==> src/rtl/sram_port_ctrl.sv <==
module sram_port_ctrl #(
  parameter int AW         = 18,
  parameter int DW         = 16,
  parameter int CLK_NS     = 20,
  parameter int ACC_NS     = 10,
  parameter int WPULSE_NS  = 7,
  parameter int TURN_NS    = 5
) (
  input  logic          clk,
  input  logic          rst_n,
  input  logic          req_valid,
  output logic          req_ready,
  input  logic          req_write,
  input  logic [AW-1:0] req_addr,
  input  logic [DW-1:0] req_wdata,
  input  logic [1:0]    req_be,
  output logic          rsp_valid,
  output logic [DW-1:0] rsp_rdata,
  output logic          sram_ce_n,
  output logic          sram_we_n,
  output logic          sram_oe_n,
  output logic          sram_lb_n,
  output logic          sram_ub_n,
  output logic [AW-1:0] sram_addr,
  output logic [DW-1:0] sram_dq_out,
  output logic          sram_dq_oe,
  input  logic [DW-1:0] sram_dq_in
);
  localparam int LANE = DW / 2;

  function automatic int to_cyc(input int ns);
    int c;
    c = (ns + CLK_NS - 1) / CLK_NS;
    return (c < 1) ? 1 : c;
  endfunction

  localparam int RD_CYC = to_cyc(ACC_NS);
  localparam int WP_CYC = to_cyc(WPULSE_NS);
  localparam int TA_CYC = to_cyc(TURN_NS);
  localparam int MAXC   = (RD_CYC > WP_CYC) ? ((RD_CYC > TA_CYC) ? RD_CYC : TA_CYC)
                                            : ((WP_CYC > TA_CYC) ? WP_CYC : TA_CYC);
  localparam int CW     = (MAXC < 2) ? 1 : $clog2(MAXC);

  typedef enum logic [2:0] {S_IDLE, S_RD, S_TURN, S_WR, S_DONE} state_t;

  state_t        state;
  logic [CW-1:0] cnt;
  logic [1:0]    lane_off;
  logic [DW-1:0] lane_mask;
  logic [DW-1:0] rdata_q;

  genvar g;
  generate
    for (g = 0; g < 2; g++) begin : g_lane
      assign lane_mask[g*LANE +: LANE] = {LANE{~lane_off[g]}};
    end
  endgenerate

  assign req_ready = (state == S_IDLE);
  assign rsp_valid = (state == S_DONE);
  assign rsp_rdata = rdata_q;
  assign sram_lb_n = lane_off[0];
  assign sram_ub_n = lane_off[1];

  always_ff @(posedge clk or negedge rst_n) begin
    if (!rst_n) begin
      state       <= S_IDLE;
      cnt         <= '0;
      sram_ce_n   <= 1'b1;
      sram_we_n   <= 1'b1;
      sram_oe_n   <= 1'b1;
      lane_off    <= 2'b11;
      sram_dq_oe  <= 1'b0;
      sram_addr   <= '0;
      sram_dq_out <= '0;
      rdata_q     <= '0;
    end else begin
      case (state)
        S_IDLE: if (req_valid) begin
          sram_addr   <= req_addr;
          sram_dq_out <= req_wdata;
          if (req_be == 2'b00) begin
            state <= S_DONE;
          end else begin
            sram_ce_n <= 1'b0;
            lane_off  <= ~req_be;
            if (req_write) begin
              state <= S_TURN;
              cnt   <= CW'(TA_CYC - 1);
            end else begin
              state     <= S_RD;
              sram_oe_n <= 1'b0;
              cnt       <= CW'(RD_CYC - 1);
            end
          end
        end
        S_RD: if (cnt == '0) begin
          rdata_q   <= sram_dq_in & lane_mask;
          sram_oe_n <= 1'b1;
          state     <= S_DONE;
        end else cnt <= cnt - 1'b1;
        S_TURN: if (cnt == '0) begin
          sram_we_n  <= 1'b0;
          sram_dq_oe <= 1'b1;
          cnt        <= CW'(WP_CYC - 1);
          state      <= S_WR;
        end else cnt <= cnt - 1'b1;
        S_WR: if (cnt == '0) begin
          sram_we_n  <= 1'b1;
          sram_dq_oe <= 1'b0;
          state      <= S_DONE;
        end else cnt <= cnt - 1'b1;
        default: begin
          sram_ce_n <= 1'b1;
          lane_off  <= 2'b11;
          state     <= S_IDLE;
        end
      endcase
    end
  end


  drive_vs_oe_chk: assert property (@(posedge clk) disable iff (!rst_n)
    sram_dq_oe |-> sram_oe_n);

  oe_vs_we_chk: assert property (@(posedge clk) disable iff (!rst_n)
    !sram_oe_n |-> sram_we_n);

  we_in_ce_chk: assert property (@(posedge clk) disable iff (!rst_n)
    !sram_we_n |-> !sram_ce_n);

  release_on_rise_chk: assert property (@(posedge clk) disable iff (!rst_n)
    $rose(sram_we_n) |-> !sram_dq_oe);

  rsp_pulse_chk: assert property (@(posedge clk) disable iff (!rst_n)
    rsp_valid |=> !rsp_valid);

  busy_after_accept_chk: assert property (@(posedge clk) disable iff (!rst_n)
    (req_valid && req_ready) |=> !req_ready);

  ce_high_after_rsp_chk: assert property (@(posedge clk) disable iff (!rst_n)
    rsp_valid |=> sram_ce_n);
endmodule

==> config.mk <==
export PLATFORM = sky130hd
export DESIGN_NAME = sram_port_ctrl
export DESIGN_NICKNAME = d
export VERILOG_FILES = /design/src/rtl/sram_port_ctrl.sv
export SDC_FILE = /design/constraint.sdc
export NUM_CORES = 1
export LEC_CHECK = 0
export ABC_AREA = 1
export ABC_CLOCK_PERIOD_IN_PS = 1800
export BUFFER_PORTS_ARGS = -buffer_cell sky130_fd_sc_hd__buf_2
export CORE_ASPECT_RATIO = 1.5
export CORE_MARGIN = 1.5
export CORE_UTILIZATION = 49
export DETAILED_ROUTE_END_ITERATION = 12
export GPL_TIMING_DRIVEN = 0
export PLACE_DENSITY = 0.84
export SLEW_MARGIN = 20
export SYNTH_ARGS = -nofsm -noshare
export SYNTH_HDL_FRONTEND = slang
export SYNTH_SLANG_ARGS = --single-unit
==> constraint.sdc <==
create_clock -name clk -period 1.8 [get_ports clk]
set_input_delay 0.18 -clock clk [delete_from_list [all_inputs] [get_ports clk]]
set_output_delay 0.18 -clock clk [all_outputs]
set_load 0.02 [all_outputs]
# After elaboration in Yosys (flattened, before gate mapping)
# Cells that the tools add are included.
dict set report word_totals {
  ff_bits 60
  input_bits 56
  out_inout_bits 58
}
dict set report classes {
  add_sub_neg 1
  n_eq_ne 11
  n_mux 22
  n_bitwise 6
  n_reduce_logical 14
}
# cell count
set ops {}
lappend ops {{16-bit AND} 1}
lappend ops {{2-bit inequality test, second input constant} 7}
lappend ops {{3-bit two-way mux} 4}
lappend ops {{3-bit AND reduction} 4}
lappend ops {{1-bit one-hot mux with 2 select lines} 5}
lappend ops {{3-bit one-hot mux with 3 select lines} 1}
lappend ops {{1-bit two-way mux} 8}
lappend ops {{3-bit by 2-bit == test with 1-bit output, second input constant} 2}
lappend ops {{2-bit two-way mux} 3}
lappend ops {{2-bit nonzero test} 3}
lappend ops {{5-bit AND reduction} 1}
lappend ops {{1-bit NOT} 4}
lappend ops {{2-bit one-hot mux with 2 select lines} 1}
lappend ops {{2-bit AND reduction} 2}
lappend ops {{3-bit by 1-bit == test with 1-bit output, second input constant} 1}
lappend ops {{3-bit == test, second input constant} 1}
lappend ops {{3-bit logical NOT} 1}
lappend ops {{3-bit OR reduction} 1}
lappend ops {{2-bit logical NOT} 1}
lappend ops {{2-bit NOT} 1}
lappend ops {{2-bit OR reduction} 1}
lappend ops {{1-bit subtractor, second input constant} 1}

# Logic depth before layout (Yosys ltp)
# Gate-level depths: netlist (run 1).
dict set report logic_depth {
  word_depth 4
  mapped_depth 7
  mapped_depth_nobuf 6
}

# Least setup slack after synthesis (run 1)
# OpenSTA, ideal clock, no wires.
dict set report synth_path {
  path_type {register to register}
  startpoint {register state[2]}
  endpoint {register sram_addr[0]}
  setup_ns 0.117
  t_arrival_ns 1.102
  required_ns 1.683
  path_slack_ns 0.581
  stages_incl_launch_ff 8
  path_buffers 1
  cell_sequence {dfrtp_1 nor2_4 inv_2 nor2_8 nand2_4 buf_6 nand2_1 nand2_1}
}
dict set report synth_via {
  elab_chain_cells 2
}
# element line_no
set synth_rtl {}
lappend synth_rtl {{start, declared} 46} ;# state_t state;
lappend synth_rtl {{start signal, assigned} 67} ;# state <= S_IDLE;
lappend synth_rtl {{start signal, assigned} 83} ;# state <= S_DONE;
lappend synth_rtl {{start signal, assigned} 88} ;# state <= S_TURN;
lappend synth_rtl {{3-bit logical NOT} 78} ;# case (state)
lappend synth_rtl {{2-bit AND reduction (no line)} n/a}
lappend synth_rtl {{end signal, assigned} 80} ;# sram_addr <= req_addr;
lappend synth_rtl {{end, declared} 24} ;# output logic [AW-1:0] sram_addr,
# Every way passes these cells.
# A chain may end at the register's enable or synchronous reset.

# Final worst setup path (run 1)
dict set report layout_path {
  startpoint {register state[0]}
  endpoint {output req_ready}
}
dict set report layout_via {
  elab_chain_cells 1
}
# element line_no
set layout_rtl {}
lappend layout_rtl {{3-bit logical NOT} 59} ;# assign req_ready = (state == S_IDLE);
lappend layout_rtl {{end, declared} 12} ;# output logic req_ready,
# Every way passes these cells.

==> results of run 1 <==
[power breakdown]
group | total, mW | switching [mW] | leakage, nW | internal, mW
registers | 2.33 | 0.338 | 0.735 | 2.00
logic | 3.22 | 2.13 | 1.09 | 1.09
clock network | 0.962 | 0.461 | 0.0757 | 0.501
[synth_stat cells (all sizes together)]
library cell  instances  share of area
nand2               113           0.18
nand3                57           0.12
dfrtp                54           0.56
buf                  10          0.035
inv                   8          0.012
nor2                  6          0.022
dfstp                 5          0.054
o21ai                 5          0.010
clkbuf                3         0.0046
nand4                 2         0.0052
a21oi                 1         0.0021
nor3                  1         0.0021
[cells by family after synthesis]
family	Yosys count	share of synthesized area
AO/OA/AOI/OAI	6	0.0124
flip-flops	59	0.611
buffers and inverters	21	0.0521
AND/OR/NAND/NOR	179	0.325
[final timing paths]
path                                       start                        end  slack (ns)
max                         state[0]$_DFFE_PN0P_                  req_ready        0.12
min                                sram_dq_in[2]   rsp_rdata[2]$_DFFE_PN0N_        0.08
max reg2reg                 state[2]$_DFFE_PN0P_  rsp_rdata[14]$_DFFE_PN0N_        0.44
min reg2reg                sram_oe_n$_DFFE_PN1P_      sram_oe_n$_DFFE_PN1P_        0.47
max in group asynchronous                  rst_n   rsp_rdata[3]$_DFFE_PN0N_        0.87
min in group asynchronous                  rst_n  rsp_rdata[14]$_DFFE_PN0N_        0.47
[cells in the final DEF (no fill, tap or decap), types with 3 or more instances in the layout]
cell type / n
sky130_fd_sc_hd__inv_1: 6
sky130_fd_sc_hd__nor2_1: 3
sky130_fd_sc_hd__clkbuf_1: 9
sky130_fd_sc_hd__dfstp_2: 5
sky130_fd_sc_hd__buf_2: 114
sky130_fd_sc_hd__buf_6: 4
sky130_fd_sc_hd__clkbuf_8: 9
sky130_fd_sc_hd__buf_4: 6
sky130_fd_sc_hd__nand3_1: 57
sky130_fd_sc_hd__o21ai_0: 5
sky130_fd_sc_hd__dfrtp_1: 54
sky130_fd_sc_hd__nand2_1: 112
[flip-flops by register name, summed over array words and instances, names as in the netlist]
register,flops
sram_ce_n,1
lane_off,2
sram_dq_out,16
sram_we_n,1
sram_dq_oe,1
sram_oe_n,1
state,3
rsp_rdata,16
sram_addr,18
[layer usage]
| metal | share of wire | global-route usage | routed length, um |
|---|---|---|---|
| met1 | 0.41 | 0.249 | 2360 |
| met2 | 0.52 | 0.395 | 2980 |
| met3 | 0.062 | 0.0637 | 355 |
| met4 | 0.012 | 0.0771 | 67 |
| met5 | 0 | 0 | 0 |
[critical path, cell delays in order, from the launching register on]
cell	delay [ns]
sky130_fd_sc_hd__dfrtp_1	0.44
sky130_fd_sc_hd__nor2_4	0.14
sky130_fd_sc_hd__inv_2	0.06
sky130_fd_sc_hd__nor2_8	0.16
sky130_fd_sc_hd__buf_4	0.20
sky130_fd_sc_hd__buf_2	0.17
[stage by stage]
step           area, sq um  total power [mW]
3_3_place_gp          3080              5.46
2_1_floorplan         2430              4.50
5_1_grt               3250              7.05
6_report              3250              6.52
4_1_cts               3240              6.55
3_5_place_dp          3080              5.57
[repair_timing]
item                                    CTS  global route
gates resized for setup                   0             0
hold buffers                              1             0
endpoints found under the setup margin    0             1
hold endpoints to repair                 54             0
setup buffers                             0             1
[cell type report]
class / count / area (sq um) / area share
repair buffers: 115 / 586 / 0.180
clock inverters: 1 / 5.00 / 0.00154
flip-flops and latches: 59 / 1480 / 0.457
clock buffers: 15 / 146 / 0.0451
multi-input cells: 185 / 818 / 0.252
plain buffers: 13 / 96.3 / 0.0297
well taps: 66 / 82.6 / 0.0254
inverters: 8 / 30.0 / 0.00925
==> out/qor_table.md, run 1 <==
| Step | Quantity | This run |
|:---|:---|:---|
| critical path | Top fanout value on the critical path | 10 |
| clock tree | CTS root buf | sky130_fd_sc_hd__clkbuf_8 |
| route | Total wire length after detailed routing | 5760 um |
| floorplanning | Core ar. | 4810 sq um |
| synthesis | Flop and latch count out of synthesis | 59 |
| sta | Headroom to the max-slew limit | 0.523 |
| floorplanning | Placement row count | 31 |
| clock tree | Sinks on the clock net | 59 |
| synthesis | Instance count of the mapped netlist | 265 |
| placement | Final weighted congestion of routability-driven global placement | 0.800 |
| critical path | Category of the most critical setup path | reg2out |
| synthesis | Count of warnings emitted by yosys | 0 |
| power and ir drop | Power per unit of standard cell area | 2010 nW/um^2 |
| global route | Overall routing resource usage | 0.222 |
| flow run | Max-capacitance violation count | 0 |
| sta | Setup slack after layout | 0.121 ns |
| route | Number of nets still failing antenna checks after routing | 0 |
| layout | Post-route core utilization | 0.675 |
| placement | Count of buffers from port buffering | 113 |
| sta | Worst-case clock skew | 0.0109 ns |
| sta | Highest Clock Rate | 595 MHz |
| sta | Final period utilization | 0.933 |
| route | Via/cell ratio | 4.84 |
| layout | Area growth from synthesis to final layout | 33.8% |
| sta | Hold violation count in the final report | 0 |
| sta | Hold slack final | 0.0817 ns |
| critical path | Startpoint types | register |
| global route | Antenna violations before repair | 0 |
| sta | Transition at the pin with the smallest max-transition slack | 0.715 ns |
| route | # DRC | 0 |
| clock tree | CTS max path bufs | 2 |
| global route | Total overflow reported by the global router | 0 |
| sta | Setup TNS Final | 0 ns |
| power and ir drop | Leakage Power | 1.90 nW |
| floorplanning | Area enclosed by the die boundary | 5390 sq um |
| synthesis | Unique cell type count in the Yosys netlist | 18 |
| layout | Fin cells | 462 |
| global route | Global-route wire length before repair | 8890 um |
| clock tree | Htree depth | 3 |
| floorplanning | Starting density of the core | 0.505 |
| layout | Antenna cells | 0 |
| worst hold path | Hold Path Class | in2reg |
| route | Detailed-route via count | 2,238 |
| placement | Setup slack at placement | 0.380 ns |
| layout | Final-stage net count | 447 |
| synthesis | Average cell area after synthesis | 9.16 sq um |
| sta | RSZ-0062 raised after global routing | false |
| global route | Maximum number of pins on one net before global-route repair | 60 |
| floorplanning | Die extent in x | 60.5 um |
| placement | Post-DP HPWL | 4180 um |
| critical path | Required time of the worst setup path | 1.62 ns |
| route | Iteration-0 DRC count of the detailed router | 81 |
| clock tree | Reg clk slew, reported paths | 0.06 ns |
| power and ir drop | Largest voltage drop on the vdd net | 0.00114 V |
| critical path | Length in cells of the worst reg-to-reg path | 7 |
| clock tree | TritonCTS clock tree | done |
| global route | Number of global-route vias before repair | 2,102 |
| sta | Final-report setup violation count | 0 |
| layout | Filler cell count | 443 |
| floorplanning | Die Span Y | 89.2 um |
| sta | Minimum clock period after layout | 1.68 ns |
| worst hold path | Worst Hold Path Cells | 3 |
| critical path | Element type at the critical path end | primary output |
| floorplanning | Count of pins on the block boundary | 114 |
| synthesis | Synthesized area | 2430 sq um |
| placement | Number of cells after detailed placement | 444 |
| route | Avg WL per Cell | 12.5 um |
| synthesis | Sequential area share after synthesis | 0.611 |
| route | First-pass iteration count of the detailed router | 4 |
| clock tree | Later-pin clock latency in the skew report | 0.32 ns |
| critical path | Arr. time, crit path | 1.50 ns |
| status | Run status | completed |
| synthesis | Number of nets produced by synthesis | 321 |
| sta | Total count of max-transition violations in the final report | 0 |
| layout | Share of cells above drive strength 1 | 0.366 |
| clock tree | Clock buffers created by TritonCTS | 9 |
No activity file was read; power rests on OpenSTA's default activity.
==> inputs of run 2 (changes only) <==
--- a/config.mk
+++ b/config.mk
@@ -6,14 +6,16 @@
 export NUM_CORES = 1
 export LEC_CHECK = 0
 export ABC_AREA = 1
-export ABC_CLOCK_PERIOD_IN_PS = 1800
+export ABC_CLOCK_PERIOD_IN_PS = 1650
 export BUFFER_PORTS_ARGS = -buffer_cell sky130_fd_sc_hd__buf_2
+export CELL_PAD_IN_SITES_DETAIL_PLACEMENT = 1
+export CELL_PAD_IN_SITES_GLOBAL_PLACEMENT = 2
 export CORE_ASPECT_RATIO = 1.5
-export CORE_MARGIN = 1.5
-export CORE_UTILIZATION = 49
+export CORE_MARGIN = 3
+export CORE_UTILIZATION = 26
 export DETAILED_ROUTE_END_ITERATION = 12
 export GPL_TIMING_DRIVEN = 0
-export PLACE_DENSITY = 0.84
+export PLACE_DENSITY = 0.8
 export SLEW_MARGIN = 20
 export SYNTH_ARGS = -nofsm -noshare
 export SYNTH_HDL_FRONTEND = slang
==> constraint.sdc (replaced) <==
create_clock -name clk -period 1.65 [get_ports clk]
set_input_delay 0.165 -clock clk [delete_from_list [all_inputs] [get_ports clk]]
set_output_delay 0.165 -clock clk [all_outputs]
set_load 0.02 [all_outputs]
==> run 2 against run 1 <==
Wire length increased by 28%. Final cell count increased by 9.7%. Global-route usage decreased by 7.5 points. Worst hold slack got worse by 0.020 ns. Clock power increased by 81%. Register-to-register slack got worse by 0.26 ns. Critical path type unchanged. Highest routed layer unchanged.
==> out/qor_table.md, run 2 (same netlist as run 1, synthesis figures left out) <==
| Step | Quantity | This run | Change |
|:---|:---|:---|:---|
| placement | Post-DP HPWL | 5430 um | +30% |
| power and ir drop | Relative contribution of combinational cells to total power | 0.460 | -0.034 |
| floorplanning | Count of pins on the block boundary | 114 | unchanged |
| critical path | Startpoint types | register |  |
| sta | Transition at the pin with the smallest max-transition slack | 0.772 ns | +0.0568 ns |
| sta | Worst-case clock skew | 0.00718 ns | -0.00374 ns |
| global route | Maximum number of pins on one net before global-route repair | 60 | unchanged |
| layout | Area growth from synthesis to final layout | 42.0% |  |
| power and ir drop | Net Sw Frac | 0.427 | -0.0226 |
| status | Run status | completed |  |
| clock tree | Later-pin clock latency in the skew report | 0.32 ns | about the same |
| sta | Final period utilization | 0.937 |  |
| power and ir drop | Leakage Power | 1.98 nW | +3.8% |
| global route | Antenna violations before repair | 0 | unchanged |
| layout | Share of cells above drive strength 1 | 0.378 | +0.0117 |
| flow run | Max-capacitance violation count | 0 | unchanged |
| layout | Post-route core utilization | 0.383 | -0.292 |
| layout | Top library cells by usage in the layout, fill and taps aside | sky130_fd_sc_hd__buf_2, sky130_fd_sc_hd__nand2_1, sky130_fd_sc_hd__nand3_1 |  |
| floorplanning | Starting density of the core | 0.270 | -0.235 |
| sta | Highest Clock Rate | 647 MHz |  |
| sta | Final-report setup violation count | 0 | unchanged |
| worst hold path | Hold Path Class | in2reg |  |
| route | Iteration-0 DRC count of the detailed router | 72 | -11% |
| critical path | Required time of the worst setup path | 1.48 ns | -0.14 ns |
| layout | Antenna cells | 0 | unchanged |
| floorplanning | Core ar. | 8990 sq um | +87% |
| layout | Multi-input combinational cell area | 818 sq um | unchanged |
| layout | Post-route cell area | 3450 sq um | +6.1% |
| critical path | Category of the most critical setup path | reg2out |  |
| sta | Minimum clock period after layout | 1.55 ns |  |
| sta | RSZ-0062 raised after global routing | false |  |
| clock tree | TritonCTS clock tree | done |  |
| placement | Count of buffers from port buffering | 113 | unchanged |
| sta | Headroom to the max-slew limit | 0.485 | -0.0378 |
| floorplanning | Die Span Y | 124 um | +39% |
| critical path | Element type at the critical path end | primary output |  |
| floorplanning | Area enclosed by the die boundary | 10,600 sq um | +96% |
| layout | Final-stage net count | 448 | +0.22% |
| power and ir drop | Largest voltage drop on the vdd net | 0.000860 V | -25% |
| global route | Total overflow reported by the global router | 0 | unchanged |
| power and ir drop | Switching power total | 3.39 mW | +16% |
| global route | Overall routing resource usage | 0.147 | -0.0747 |
| clock tree | Sinks on the clock net | 59 | unchanged |
| layout | Largest register by flop count | sram_addr |  |
| route | Via/cell ratio | 4.47 | -7.8% |
| sta | Total count of max-transition violations in the final report | 0 | unchanged |
| clock tree | CTS max path bufs | 2 | unchanged |
| global route | Number of global-route vias before repair | 2,380 | +13% |
| placement | Final weighted congestion of routability-driven global placement | 0.757 | -5.5% |
| sta | Setup TNS Final | 0 ns | unchanged |
| clock tree | Htree depth | 3 | unchanged |
| placement | Area after DPL | 3130 sq um | +1.8% |
| route | Detailed-route via count | 2,265 | +1.2% |
| route | Total wire length after detailed routing | 7370 um | +28% |
| layout | Filler cell count | 1,115 | +150% |
| route | Number of nets still failing antenna checks after routing | 0 | unchanged |
| power and ir drop | Clock group share of total power | 0.219 | +0.071 |
| clock tree | Clock buffers created by TritonCTS | 9 | unchanged |
| critical path | Top fanout value on the critical path | 10 | unchanged |
| power and ir drop | Int Power | 4.55 mW | +27% |
| power and ir drop | Sequential power share | 0.320 | -0.038 |
| layout | Combined flip-flop and latch cell area | 1480 sq um | unchanged |
| route | First-pass iteration count of the detailed router | 4 | unchanged |
| route | # DRC | 0 | unchanged |
| critical path | Arr. time, crit path | 1.38 ns | -0.12 ns |
| layout | Max FFs per register | 18 | unchanged |
| clock tree | CTS root buf | sky130_fd_sc_hd__clkbuf_16 |  |
| global route | Global-route wire length before repair | 12,200 um | +37% |
| layout | Most frequent standard cell in the layout excluding fill and tap cells | sky130_fd_sc_hd__buf_2 |  |
| power and ir drop | Power per unit of standard cell area | 2300 nW/um^2 | +15% |
| clock tree | Reg clk slew, reported paths | 0.05 ns | about the same |
| floorplanning | Placement row count | 42 | +35% |
| floorplanning | Die extent in x | 84.9 um | +40% |
| sta | Hold violation count in the final report | 0 | unchanged |
| route | Avg WL per Cell | 14.5 um | +17% |
[run 2: what timing repair did]
| action | CTS | global route |
|---|---|---|
| hold buffers | 1 | 0 |
| endpoints found under the hold margin | 54 | 0 |
| setup endpoints to repair | 1 | 0 |
| setup buffers | 2 | 0 |
| gates resized for setup | 1 | 0 |
[run 2: routing by layer]
layer | part of all wire | track usage
met3 | 0.047 | 0.0424
met2 | 0.54 | 0.258
met5 | 0 | 0
met1 | 0.40 | 0.166
met4 | 0.018 | 0.0559
[run 2: path summary, 6_finish.rpt]
check / from / slack, ns / depth (start not counted) / end
min in group asynchronous: rst_n / 0.46 / 2 / sram_addr[8]$_DFFE_PN0P_
max in group asynchronous: rst_n / 0.68 / 2 / sram_dq_out[12]$_DFFE_PN0P_
hold / removal: sram_dq_in[3] / 0.06 / 3 / rsp_rdata[3]$_DFFE_PN0N_
hold reg to reg: sram_dq_out[15]$_DFFE_PN0P_ / 0.46 / 2 / sram_dq_out[15]$_DFFE_PN0P_
setup reg to reg: state[2]$_DFFE_PN0P_ / 0.18 / 7 / rsp_rdata[11]$_DFFE_PN0N_
setup / recovery: state[0]$_DFFE_PN0P_ / 0.10 / 5 / req_ready
[run 2: power by group through the flow]
stage / Combinational (mW) / Sequential [mW] / Clock [mW]
final: 3.65 / 2.54 / 1.74
after floorplan: 1.57 / 3.35 / 0
after detailed placement: 3.64 / 2.56 / 0
after global routing: 4.05 / 2.64 / 1.88
after CTS: 3.74 / 2.55 / 1.80
after global placement: 3.58 / 2.55 / 0
[run 2: per-stage QoR]
stage               worst slack [ns]  instances  hold slack, ns  power (mW)
finish                         0.104        507          0.0617        7.93
global route                  0.0349        507          0.0624        8.58
CTS                           0.0824        507          0.0569        8.09
detailed placement             0.170        488           0.305        6.21
global placement               0.181        488           0.393        6.13
floorplan                      0.431        265          -0.131        4.91
[run 2: critical path: stages, from the launching register on]
cell                      delay (ns)
sky130_fd_sc_hd__dfrtp_1        0.43
sky130_fd_sc_hd__nor2_4         0.14
sky130_fd_sc_hd__inv_2          0.07
sky130_fd_sc_hd__nor2_8         0.11
sky130_fd_sc_hd__buf_6          0.14
sky130_fd_sc_hd__buf_2          0.17
[run 2: final cells by class]
type,instances,area share
sequential,59,0.430
multi-input combinational,185,0.237
timing repair buffer,116,0.172
clock buffer,14,0.0795
tap,110,0.0399
buffer,13,0.0290
inverter,8,0.00871
clock inverter,2,0.00290
